`src/rtl/ilu_pkg.sv`:
```
package ilu_pkg;
  typedef enum logic [1:0] {
    MODE_PRE_INC  = 2'b00,
    MODE_PRE_DEC  = 2'b01,
    MODE_POST_INC = 2'b10,
    MODE_POST_DEC = 2'b11
  } ilu_mode_e;
endpackage

```
`src/rtl/ilu_addr_gen.sv`:
```
module ilu_addr_gen #(
  parameter int PTR_W = 16,
  parameter int OFF_W = 6
) (
  input  logic [PTR_W-1:0] ptr_i,
  input  logic [1:0]       mode_i,
  input  logic             rel_i,
  input  logic [OFF_W-1:0] off_i,
  output logic [PTR_W-1:0] ea_o,
  output logic [PTR_W-1:0] nxt_o
);
  import ilu_pkg::*;
  localparam int EXT_W = PTR_W - OFF_W;

  logic [PTR_W-1:0] off_ext, stepped;
  ilu_mode_e mode;

  assign mode    = ilu_mode_e'(mode_i);
  assign off_ext = {{EXT_W{off_i[OFF_W-1]}}, off_i};

  always_comb begin
    stepped = (mode == MODE_PRE_INC || mode == MODE_POST_INC)
              ? ptr_i + PTR_W'(1) : ptr_i - PTR_W'(1);
    if (rel_i) begin
      ea_o  = ptr_i + off_ext;
      nxt_o = ptr_i;
    end else begin
      ea_o  = (mode == MODE_PRE_INC || mode == MODE_PRE_DEC) ? stepped : ptr_i;
      nxt_o = stepped;
    end
  end
endmodule

```
`src/rtl/ilu_ptr_file.sv`:
```
module ilu_ptr_file #(
  parameter int PTR_W   = 16,
  parameter int NUM_PTR = 2,
  localparam int SEL_W  = (NUM_PTR > 1) ? $clog2(NUM_PTR) : 1
) (
  input  logic             clk_i,
  input  logic             rst_ni,
  input  logic             wr_en_i,
  input  logic [SEL_W-1:0] wr_sel_i,
  input  logic [PTR_W-1:0] wr_data_i,
  output logic [PTR_W-1:0] ptr_o [NUM_PTR]
);
  for (genvar g = 0; g < NUM_PTR; g++) begin : g_ptr
    always_ff @(posedge clk_i or negedge rst_ni) begin
      if (!rst_ni)                                   ptr_o[g] <= '0;
      else if (wr_en_i && wr_sel_i == SEL_W'(g))     ptr_o[g] <= wr_data_i;
    end
  end
endmodule

```
`src/rtl/ilu_result.sv`:
```
module ilu_result #(
  parameter int DATA_W = 8
) (
  input  logic              clk_i,
  input  logic              rst_ni,
  input  logic              load_i,
  input  logic [DATA_W-1:0] data_i,
  output logic [DATA_W-1:0] w_o,
  output logic              z_o,
  output logic              done_o
);
  always_ff @(posedge clk_i or negedge rst_ni) begin
    if (!rst_ni) begin
      w_o    <= '0;
      z_o    <= 1'b0;
      done_o <= 1'b0;
    end else begin
      done_o <= load_i;
      if (load_i) begin
        w_o <= data_i;
        z_o <= (data_i == '0);
      end
    end
  end
endmodule

```
`src/rtl/ind_load_unit.sv`:
```
module ind_load_unit #(
  parameter int PTR_W  = 16,
  parameter int DATA_W = 8,
  parameter int OFF_W  = 6
) (
  input  logic              clk_i,
  input  logic              rst_ni,
  input  logic              start_i,
  input  logic              sel_i,
  input  logic [1:0]        mode_i,
  input  logic              rel_i,
  input  logic [OFF_W-1:0]  offset_i,
  output logic              mem_re_o,
  output logic [PTR_W-1:0]  mem_addr_o,
  input  logic [DATA_W-1:0] mem_rdata_i,
  output logic [DATA_W-1:0] w_o,
  output logic              z_o,
  output logic              done_o,
  input  logic              pre_we_i,
  input  logic              pre_sel_i,
  input  logic [PTR_W-1:0]  pre_data_i,
  output logic [PTR_W-1:0]  ptr0_o,
  output logic [PTR_W-1:0]  ptr1_o
);
  localparam int NUM_PTR = 2;

  logic             busy_q, accept;
  logic             pend_sel_q;
  logic [PTR_W-1:0] pend_ptr_q, ea, nxt, cur_ptr;
  logic [PTR_W-1:0] ptr_q [NUM_PTR];
  logic             wr_en, wr_sel;
  logic [PTR_W-1:0] wr_data;

  assign accept  = start_i & ~busy_q;
  assign cur_ptr = ptr_q[sel_i];

  ilu_addr_gen #(.PTR_W(PTR_W), .OFF_W(OFF_W)) u_addr (
    .ptr_i (cur_ptr),
    .mode_i(mode_i),
    .rel_i (rel_i),
    .off_i (offset_i),
    .ea_o  (ea),
    .nxt_o (nxt)
  );

  always_ff @(posedge clk_i or negedge rst_ni) begin
    if (!rst_ni) begin
      busy_q     <= 1'b0;
      pend_sel_q <= 1'b0;
      pend_ptr_q <= '0;
    end else begin
      busy_q <= accept;
      if (accept) begin
        pend_sel_q <= sel_i;
        pend_ptr_q <= nxt;
      end
    end
  end

  // commit has priority; preload only when idle and not starting
  assign wr_en   = busy_q | (pre_we_i & ~start_i);
  assign wr_sel  = busy_q ? pend_sel_q : pre_sel_i;
  assign wr_data = busy_q ? pend_ptr_q : pre_data_i;

  ilu_ptr_file #(.PTR_W(PTR_W), .NUM_PTR(NUM_PTR)) u_ptrs (
    .clk_i    (clk_i),
    .rst_ni   (rst_ni),
    .wr_en_i  (wr_en),
    .wr_sel_i (wr_sel),
    .wr_data_i(wr_data),
    .ptr_o    (ptr_q)
  );

  ilu_result #(.DATA_W(DATA_W)) u_res (
    .clk_i (clk_i),
    .rst_ni(rst_ni),
    .load_i(busy_q),
    .data_i(mem_rdata_i),
    .w_o   (w_o),
    .z_o   (z_o),
    .done_o(done_o)
  );

  assign mem_re_o   = accept;
  assign mem_addr_o = ea;
  assign ptr0_o     = ptr_q[0];
  assign ptr1_o     = ptr_q[1];
endmodule

```
`config.mk`:
```
export PLATFORM = sky130hd
export DESIGN_NAME = ind_load_unit
export DESIGN_NICKNAME = d
export VERILOG_FILES = /design/src/rtl/ilu_pkg.sv /design/src/rtl/ilu_addr_gen.sv /design/src/rtl/ilu_ptr_file.sv /design/src/rtl/ilu_result.sv /design/src/rtl/ind_load_unit.sv
export SDC_FILE = /design/constraint.sdc
export NUM_CORES = 1
export LEC_CHECK = 0
export ABC_CLOCK_PERIOD_IN_PS = 5800
export BUFFER_PORTS_ARGS = -buffer_cell sky130_fd_sc_hd__buf_2
export CORE_MARGIN = 2
export CORE_UTILIZATION = 50
export CTS_CLUSTER_DIAMETER = 60
export DETAILED_ROUTE_END_ITERATION = 16
export GPL_TIMING_DRIVEN = 0
export PLACE_DENSITY = 0.83
export SLEW_MARGIN = 5
export SYNTH_ARGS = -nofsm -noshare
export SYNTH_HDL_FRONTEND = slang
export SYNTH_SLANG_ARGS = --single-unit
```
`constraint.sdc`:
```
create_clock -name clk_i -period 5.8 [get_ports clk_i]
set_clock_uncertainty 0.15 [all_clocks]
set_input_delay 1.16 -clock clk_i [delete_from_list [all_inputs] [get_ports clk_i]]
set_output_delay 1.16 -clock clk_i [all_outputs]
set_load 0.01 [all_outputs]
```
==> impl_metrics.env, run 1 <==
export IMPL_status="finished clean"
export IMPL_cp_top_family="compound AO/OA/AOI/OAI gates"
export IMPL_endpoint="mem_addr_o[13]"
export IMPL_peakVddDrop_v=0.0002614
export IMPL_end_kind="output port"
export IMPL_vias=4491
export IMPL_drt_total_wl_um=13110
export IMPL_grt_pass1_wl_um=20660
export IMPL_dieArea_um2=10310
export IMPL_grt_max_degree=61
export IMPL_grt_pass1_vias=4292
export IMPL_cts_sinks=60
export IMPL_p_leak_nw=2.633
export IMPL_clock_latency_ps=340
export IMPL_post_synth_cell_area_avg_um2=8.859
export IMPL_ant_nets=0
export IMPL_pre_cts_slack_ps=-467.5
export IMPL_cp_cell_sequence="buf_2 -> buf_6 -> buf_12 -> buf_8 -> mux2_2 -> ha_2 -> and2_1 -> a21oi_1 -> maj3_1 -> a211oi_2 -> a211oi_4 -> xnor2_2 -> a21oi_1 -> o31ai_2 -> buf_2"
export IMPL_synth_nets=600
export IMPL_synth_edff_count=0
export IMPL_ys_top_cells_by_count="dfrtp_1, nor2_1, nand2_1"
export IMPL_max_stage_delay_ps=420
export IMPL_dp_hpwl_um=10080
export IMPL_design_power_total_mw=2.580
export IMPL_critPathLaunchType="input pin"
export IMPL_stdcell_count=780
export IMPL_required_ps=4490
export IMPL_gr_total_overflow=0
export IMPL_dpl_cell_area_um2=5404
export IMPL_drc=0
export IMPL_critPathArrivalTime_ps=4400
export IMPL_timing_final_ws_setup_ps=92.25
export IMPL_yosysWarnings=0
export IMPL_syn2layout_area_growth_pct=19.62
export IMPL_regToRegSetupSlack_ps=2570
export IMPL_cts_buffers=9
export IMPL_num_antenna_cells=0
export IMPL_rr_startpoint="u_ptrs.ptr_o[1]$_DFFE_PN0P_"
export IMPL_clkTransAtPathRegs_ps=70
export IMPL_min_path_cells=0
export IMPL_synth_seq_cells=60
export IMPL_synthCells=537
export IMPL_fmax_mhz=175.2
export IMPL_cts_tree="done"
export IMPL_synth_top_area_share_pct=31.56
export IMPL_io_buffers=97
export IMPL_drv_slew=0
export IMPL_setup_tns_ps=0
export IMPL_ff2ff_path_depth=12
export IMPL_cts_root_buf="clkbuf_8"
export IMPL_place_congestion=0.9503
export IMPL_max_slew_margin_pct=47.64
export IMPL_synth_distinct_cells=65
export IMPL_min_period_ps=5708
export IMPL_cts_max_level=3
export IMPL_hp_class="reg2reg"
export IMPL_design_core_area_um2=9240
export IMPL_cp_num_buf_inv=5
export IMPL_timing_worst_setup_path_type="in2out"
export IMPL_hp_start="busy_q$_DFF_PN0_"
export IMPL_ys_async_sr_fraction_pct=100.0
export IMPL_synth_area_leader_cell="dfrtp_1"
export IMPL_timing_max_cap_violations=0
export IMPL_clockBufferDepth=2
export IMPL_dp_cells=763
export IMPL_cts_hold_buf=0
export IMPL_crit_start="sel_i"
export IMPL_die_height_um=101.5
export IMPL_final_setup_viol_count=0
export IMPL_worst_pin_slew_ps=785.5
export IMPL_layout_worst_path_cycle_share_pct=98.41
export IMPL_nNetsFinal=709
export IMPL_track_usage_pct=25.39
export IMPL_pwr_density_cell_nw_per_um2=453.4
export IMPL_routed_via_density=5.758
export IMPL_yosysMostFrequentCell="dfrtp_1"
export IMPL_path_depth=15
export IMPL_hold_viol_final=0
export IMPL_ioPinCount=98
export IMPL_wl_per_cell_um=16.81
export IMPL_cp_max_fo=10
export IMPL_initial_core_util_pct=51.48
export IMPL_r2r_end="pend_ptr_q[14]$_DFFE_PN0P_"
export IMPL_final_area_um2=5690
export IMPL_mappedNetlistArea_um2=4757
export IMPL_fill_cells=814
export IMPL_ys_flop_type="dfrtp_1"
export IMPL_ys_seq_area_share_pct=31.56
export IMPL_firstDrtPassIters=5
export IMPL_drtIter0Drc=319
export IMPL_cp_slowest_cell="maj3_1"
export IMPL_num_rows=35
export IMPL_fp_dieW_um=101.5
export IMPL_drive_above_1_share_pct=26.88
export IMPL_antenna_found_initial=0
export IMPL_yosys_top_cells_area="dfrtp_1, mux2i_1, mux2_2"
==> cell type report <==
class | count | area, µm² | share of cell area [%]
well taps | 129 | 161.4 | 2.836
clock buffers | 9 | 123.9 | 2.177
inverters | 35 | 131.4 | 2.309
clock inverters | 7 | 76.32 | 1.341
flip-flops and latches | 60 | 1501 | 26.39
multi-input cells | 418 | 3073 | 54.00
plain buffers | 24 | 127.6 | 2.243
repair buffers | 98 | 495.5 | 8.707
==> sequential cells by signal (all words and copies together) (netlist names) <==
signal / count
u_res.w_o: 8
pend_sel_q: 1
u_ptrs.ptr_o: 32
u_res.done_o: 1
busy_q: 1
pend_ptr_q: 16
u_res.z_o: 1
==> how the worst min path moves through the flow <==
stage,endpoint,slack [ps]
after floorplan,u_res.done_o$_DFF_PN0_,240
after global placement,u_res.done_o$_DFF_PN0_,250
after detailed placement,u_res.done_o$_DFF_PN0_,260
after CTS,u_res.done_o$_DFF_PN0_,290
after global routing,u_res.done_o$_DFF_PN0_,320
final,u_res.done_o$_DFF_PN0_,280
==> kinds of logic after synthesis <==
| logic type | after synthesis | synth area share [%] |
|---|---|---|
| adders and majority gates | 26 | 6.918 |
| AOI/OAI and AO/OA | 114 | 15.65 |
| DFF | 60 | 31.56 |
| buffers and inverters | 59 | 4.971 |
| and+or+nand+nor | 160 | 15.81 |
| muxes | 78 | 17.73 |
| xor gates and xnor gates | 40 | 7.364 |
==> cell usage in the layout, fill, tap and decap left out, types with 4 or more instances in the layout <==
| cell | netlist | routed |
|---|---|---|
| o211ai_1 | 4 | 4 |
| nand2_1 | 47 | 47 |
| inv_1 | 31 | 31 |
| a21oi_1 | 34 | 34 |
| o21ai_0 | 23 | 23 |
| xnor2_1 | 36 | 35 |
| nand3_1 | 17 | 17 |
| dfrtp_1 | 60 | 60 |
| nor2b_1 | 5 | 5 |
| mux2i_1 | 43 | 41 |
| or3_1 | 4 | 4 |
| inv_2 | 4 | 4 |
| buf_2 | 0 | 96 |
| a31oi_1 | 5 | 5 |
| ha_1 | 23 | 22 |
| clkbuf_1 | 19 | 18 |
| o21ai_1 | 10 | 10 |
| nor2_1 | 52 | 52 |
| mux2_2 | 31 | 31 |
| clkbuf_8 | 0 | 9 |
| a21o_1 | 5 | 5 |
| o21a_1 | 5 | 5 |
| nor3_1 | 10 | 10 |
| xor2_1 | 4 | 4 |
| nor4_1 | 4 | 4 |
| nand2b_1 | 4 | 4 |
==> per-layer routing <==
layer,wire length (µm),GRT usage (%)
met1,5572,33.17
met2,6530,43.62
met3,823,5.659
met4,188,4.574
met5,0,0
==> report_power, final <==
group | switching [mW] | internal (mW)
clock | 0.177 | 0.200
sequential | 0.137 | 0.559
combinational | 0.844 | 0.663
total | 1.16 | 1.42
==> through the flow <==
stage | hold WS [ps] | utilization (%)
floorplan | 235.4 | -
global placement | 252.1 | 58.48
detailed placement | 258.3 | 58.48
CTS | 288.3 | 60.89
global route | 315.6 | 61.58
finish | 284.4 | 61.58
==> worst reg2reg max path, delay by kind of cell (launching register included) <==
kind / cells / cell delay, ps
multiplexers: 2 / 740
AO/OA/AOI/OAI: 3 / 690
AND/OR/NAND/NOR: 4 / 600
flip-flops: 1 / 460
adder cells (fa/ha/maj): 1 / 230
XOR/XNOR: 1 / 160
buffers and inverters: 1 / 80
==> timing repair <==
item | 4_1_cts | 5_1_grt
endpoints found under the hold margin | 0 | 0
gates cloned | 0 | 0
pin swaps | 0 | 2
resized for setup | 5 | 12
endpoints found under the setup margin | 5 | 6
buffers inserted | 0 | 1
Power figures use the tool's default switching activity.
==> run 2: changes to the inputs <==
Settings changed: SETUP_SLACK_MARGIN set to 0.2.
==> run 2 against run 1 <==
  * Wire length grew 1.7%
  * Hold slack improved by 2.0 ps
  * Sequential share of layout area down 0.63 points
  * First-iteration DRC count is 13% lower
  * Largest power group unchanged
==> impl_metrics.env, run 2 (synthesis gave the netlist of run 1 again) <==
export IMPL_rr_startpoint="u_ptrs.ptr_o[7]$_DFFE_PN0P_"
export IMPL_design_core_area_um2=9240
export IMPL_cp_max_fo=10
export IMPL_largest_reg_flops=32
export IMPL_drt_total_wl_um=13340
export IMPL_track_usage_pct=25.55
export IMPL_end_kind="output port"
export IMPL_dieArea_um2=10310
export IMPL_timing_worst_setup_path_type="in2out"
export IMPL_required_ps=4490
export IMPL_antenna_found_initial=0
export IMPL_die_height_um=101.5
export IMPL_fp_dieW_um=101.5
export IMPL_grt_pass1_wl_um=20790
export IMPL_cp_slowest_cell="mux2_2"
export IMPL_drv_slew=0
export IMPL_min_period_ps=5602
export IMPL_fmax_mhz=178.5
export IMPL_ioPinCount=98
export IMPL_min_path_cells=0
export IMPL_final_common_cell="buf_2"
export IMPL_regMostFlops="u_ptrs.ptr_o"
export IMPL_ff2ff_path_depth=12
export IMPL_pwr_density_cell_nw_per_um2=455.4
export IMPL_syn2layout_area_growth_pct=22.57
export IMPL_io_buffers=97
export IMPL_clockBufferDepth=2
export IMPL_hold_path_endpoint="u_res.done_o$_DFF_PN0_"
export IMPL_r2r_end="pend_ptr_q[13]$_DFFE_PN0P_"
export IMPL_firstDrtPassIters=5
export IMPL_design_power_total_mw=2.655
export IMPL_worst_hold_slack_ps=286.3
export IMPL_critPathArrivalTime_ps=4290
export IMPL_place_congestion=0.9503
export IMPL_timing_max_cap_violations=0
export IMPL_regToRegSetupSlack_ps=2680
export IMPL_cp_num_buf_inv=5
export IMPL_cts_root_buf="clkbuf_8"
export IMPL_cts_tree="done"
export IMPL_layout_worst_path_cycle_share_pct=96.59
export IMPL_peakVddDrop_v=0.0002696
export IMPL_cts_max_level=3
export IMPL_gr_total_overflow=0
export IMPL_cts_hold_buf=0
export IMPL_status="finished clean"
export IMPL_mostFrequentLayoutCells="buf_2, dfrtp_1, nor2_1"
export IMPL_rsz0062_at_grt="no"
export IMPL_max_slew_margin_pct=45.40
export IMPL_grt_max_degree=61
export IMPL_hold_viol_final=0
export IMPL_final_setup_viol_count=0
export IMPL_dp_hpwl_um=10080
export IMPL_clock_latency_ps=340
export IMPL_vias=4510
export IMPL_cts_buffers=9
export IMPL_worst_pin_slew_ps=819.0
export IMPL_num_antenna_cells=0
export IMPL_cp_cell_sequence="buf_2 -> buf_8 -> buf_12 -> buf_12 -> mux2_2 -> ha_4 -> and2_1 -> a21oi_1 -> maj3_2 -> a211oi_2 -> a211oi_4 -> xnor2_2 -> a21oi_1 -> o31ai_2 -> buf_2"
export IMPL_max_stage_delay_ps=370
export IMPL_wl_per_cell_um=16.93
export IMPL_drtIter0Drc=277
export IMPL_final_area_um2=5831
export IMPL_grt_pass1_vias=4307
export IMPL_num_rows=35
export IMPL_p_leak_nw=2.670
export IMPL_stdcell_count=788
export IMPL_dp_cells=763
export IMPL_drc=0
export IMPL_hp_class="reg2reg"
export IMPL_critPathLaunchType="input pin"
export IMPL_fill_cells=804
export IMPL_initial_core_util_pct=51.48
export IMPL_hp_start="busy_q$_DFF_PN0_"
export IMPL_cp_top_family="compound AO/OA/AOI/OAI gates"
export IMPL_dpl_cell_area_um2=5404
export IMPL_clkTransAtPathRegs_ps=70
export IMPL_ant_nets=0
export IMPL_drive_above_1_share_pct=29.29
export IMPL_cts_sinks=60
export IMPL_largestRegisters="u_ptrs.ptr_o: 32 flops, pend_ptr_q: 16 flops, u_res.w_o: 8 flops"
export IMPL_nNetsFinal=717
export IMPL_routed_via_density=5.723
-- run 2: what timing repair did --
action	4_1_cts	5_1_grt
endpoints found under the setup margin	8	6
gates resized for setup	12	22
setup buffers	2	7
cloned	0	0
pin swaps	3	6
-- run 2: layer usage --
layer	vias to the layer above	routed length [µm]	track usage [%]	part of all wire (%)
li1	2144	-	-	-
met1	2161	5514	33.09	41
met2	180	6739	44.43	51
met3	25	882	5.728	6.6
met4	0	207	4.158	1.6
met5	-	0	0	0
-- run 2: cell type report --
type,count,area (µm²),area share [%]
Tap cell,129,161.4,2.768
Inverter,35,131.4,2.253
Clock buffer,9,123.9,2.124
Clock inverter,7,76.32,1.309
Timing Repair Buffer,106,555.5,9.528
Multi-Input combinational cell,418,3142,53.88
Sequential cell,60,1501,25.75
Buffer,24,138.9,2.382
-- run 2: per-stage QoR --
stage | worst slack [ps] | utilization (%) | setup TNS (ps)
2_1_floorplan | 347.2 | - | 0
3_3_place_gp | -397.6 | 58.48 | -993.9
3_5_place_dp | -467.5 | 58.48 | -1107
4_1_cts | 113.5 | 61.41 | 0
5_1_grt | 98.30 | 63.10 | 0
6_report | 197.9 | 63.10 | 0
-- run 2: how the worst max path moves through the flow --
stage / start / end / slack, ps / depth (start not counted)
finish: sel_i / mem_addr_o[13] / 200 / 15
global route: sel_i / mem_addr_o[13] / 100 / 15
CTS: sel_i / mem_addr_o[13] / 110 / 15
detailed placement: sel_i / mem_addr_o[13] / -470 / 15
global placement: sel_i / mem_addr_o[13] / -400 / 15
floorplan: sel_i / mem_addr_o[13] / 350 / 13
-- run 2: where the power goes --
group | switching (mW) | total, mW | internal [mW]
combinational | 0.863 | 1.58 | 0.713
sequential | 0.143 | 0.701 | 0.559
clock | 0.178 | 0.378 | 0.200
total | 1.18 | 2.66 | 1.47
==> run 3: changes to the inputs <==
Settings changed: CELL_PAD_IN_SITES_DETAIL_PLACEMENT set to 0, CELL_PAD_IN_SITES_GLOBAL_PLACEMENT set to 1, CORE_UTILIZATION 50 to 42, PLACE_DENSITY 0.83 to 0.9.
==> run 3 against run 2 <==
  * Flip-flop and latch count unchanged
  * Die area is 18% higher
  * Non-clock buffer count grew 8
  * Design area increased by 5.3%
  * Worst setup slack better by 100 ps
  * Via count is 1.1% higher
==> impl_metrics.env, run 3 (synthesis gave the netlist of run 1 again) <==
export IMPL_rsz0062_at_grt="no"
export IMPL_largest_reg_flops=32
export IMPL_drc=0
export IMPL_dp_hpwl_um=10410
export IMPL_cts_hold_buf=0
export IMPL_hp_class="reg2reg"
export IMPL_initial_core_util_pct=43.50
export IMPL_grt_max_degree=61
export IMPL_num_antenna_cells=0
export IMPL_num_rows=38
export IMPL_nNetsFinal=725
export IMPL_die_height_um=110.4
export IMPL_cp_top_family="multiplexers"
export IMPL_max_slew_margin_pct=43.03
export IMPL_cp_max_fo=6
export IMPL_cp_cell_sequence="buf_4 -> buf_12 -> buf_12 -> buf_12 -> mux2_2 -> ha_4 -> a21o_1 -> maj3_2 -> a21oi_4 -> o221ai_1 -> a41oi_2 -> mux2i_1 -> xnor2_1 -> mux2i_1 -> buf_2"
export IMPL_fp_dieW_um=110.4
export IMPL_cp_num_buf_inv=5
export IMPL_dp_cells=774
export IMPL_cp_common_cell="buf_12"
export IMPL_drtIter0Drc=266
export IMPL_status="finished clean"
export IMPL_place_congestion=0.8688
export IMPL_stdcell_count=805
export IMPL_clkTransAtPathRegs_ps=50
export IMPL_drt_total_wl_um=14370
export IMPL_layout_worst_path_cycle_share_pct=94.86
export IMPL_design_power_total_mw=2.889
export IMPL_final_common_cell="buf_2"
export IMPL_clockBufferDepth=2
export IMPL_drive_above_1_share_pct=30.98
export IMPL_antenna_found_initial=0
export IMPL_critPathLaunchType="input pin"
export IMPL_required_ps=4490
export IMPL_vias=4561
export IMPL_peakVddDrop_v=0.0002304
export IMPL_cp_slowest_cell="mux2_2"
export IMPL_cts_sinks=60
export IMPL_utilization_pct=56.13
export IMPL_syn2layout_area_growth_pct=29.04
export IMPL_wl_per_cell_um=17.85
export IMPL_gr_total_overflow=0
export IMPL_hold_viol_final=0
export IMPL_cts_root_buf="clkbuf_16"
export IMPL_mostFrequentLayoutCells="buf_2, dfrtp_1, nor2_1"
export IMPL_end_kind="output port"
export IMPL_cts_tree="done"
export IMPL_io_buffers=97
export IMPL_firstDrtPassIters=5
export IMPL_pwr_density_cell_nw_per_um2=470.6
export IMPL_timing_max_cap_violations=0
export IMPL_routed_via_density=5.666
export IMPL_grt_pass1_wl_um=22460
export IMPL_fmax_mhz=181.8
export IMPL_setup_tns_ps=0
export IMPL_min_period_ps=5502
export IMPL_worst_hold_slack_ps=264.6
export IMPL_grt_pass1_vias=4307
export IMPL_final_setup_viol_count=0
export IMPL_worst_pin_slew_ps=854.5
export IMPL_ioPinCount=98
export IMPL_p_leak_nw=2.797
export IMPL_regMostFlops="u_ptrs.ptr_o"
export IMPL_drv_slew=0
export IMPL_timing_worst_setup_path_type="in2out"
export IMPL_cts_buffers=9
export IMPL_cts_max_level=3
export IMPL_track_usage_pct=22.45
export IMPL_dieArea_um2=12190
export IMPL_clock_latency_ps=330
export IMPL_largestRegisters="u_ptrs.ptr_o: 32 flops, pend_ptr_q: 16 flops, u_res.w_o: 8 flops"
export IMPL_ant_nets=0
export IMPL_design_core_area_um2=10940
export IMPL_max_stage_delay_ps=360
export IMPL_critPathArrivalTime_ps=4190
[run 3: cell types whose count changed in the layout (fill, tap and decap cells not counted), sizes merged]
cell and delta:
inv -1, clkinvlp -2, buf +5, clkinv -2
clkbuf +6
[run 3: timing repair]
action / in CTS / in global routing
buffers inserted: 1 / 13
gates resized for setup: 13 / 41
gates cloned: 0 / 3
pin swaps: 2 / 6
endpoints found under the setup margin: 9 / 6
[run 3: final timing paths]
kind | startpoint | cells past startpoint | end | slack, ps
worst max register to register | u_ptrs.ptr_o[6]$_DFFE_PN0P_ | 13 | pend_ptr_q[13]$_DFFE_PN0P_ | 2710
max in group asynchronous | rst_ni | 1 | pend_ptr_q[6]$_DFFE_PN0P_ | 4270
worst min register to register | busy_q$_DFF_PN0_ | 0 | u_res.done_o$_DFF_PN0_ | 260
worst min-delay path | busy_q$_DFF_PN0_ | 0 | u_res.done_o$_DFF_PN0_ | 260
min in group asynchronous | rst_ni | 1 | u_ptrs.ptr_o[1]$_DFFE_PN0P_ | 740
worst max-delay path | sel_i | 15 | mem_addr_o[14] | 300
[run 3: where the power goes]
group | internal, mW | switching (mW) | total, mW
clock network | 0.350 | 0.175 | 0.524
logic | 0.753 | 0.901 | 1.65
registers | 0.560 | 0.150 | 0.710
[run 3: cell type report]
cell class,instances,area [µm²]
fill,990,4797
multi-input combinational,418,3223
sequential,60,1501
timing repair buffer,114,670.6
clock buffer,12,256.5
tap,140,175.2
buffer,24,145.1
inverter,35,131.4
clock inverter,2,35.03
[run 3: worst reg2reg max path: stages, from the launching register on]
cell      delay [ps]
dfrtp_1          420
mux2i_4          250
inv_1             80
ha_1             300
and2_4           170
a21oi_1          160
maj3_2           270
a211oi_4          80
a211oi_4         340
xnor2_2          120
buf_4            140
buf_4            130
or3_1            330
nand3_1           70
[run 3: metrics by stage]
step,worst slack [ps],instance area [µm²]
3_3_place_gp,-484.3,5418
2_1_floorplan,347.2,4757
4_1_cts,90.70,5771
6_report,298.3,6138
3_5_place_dp,-567.2,5418
5_1_grt,196.1,6138
[run 3: routing by layer]
metal	share of wire (%)	vias to the layer above	GRT usage [%]
li1	-	2156	-
met1	46	2191	31.19
met2	47	190	36.28
met3	5.5	24	3.842
met4	1.7	0	6.000
met5	0	-	0
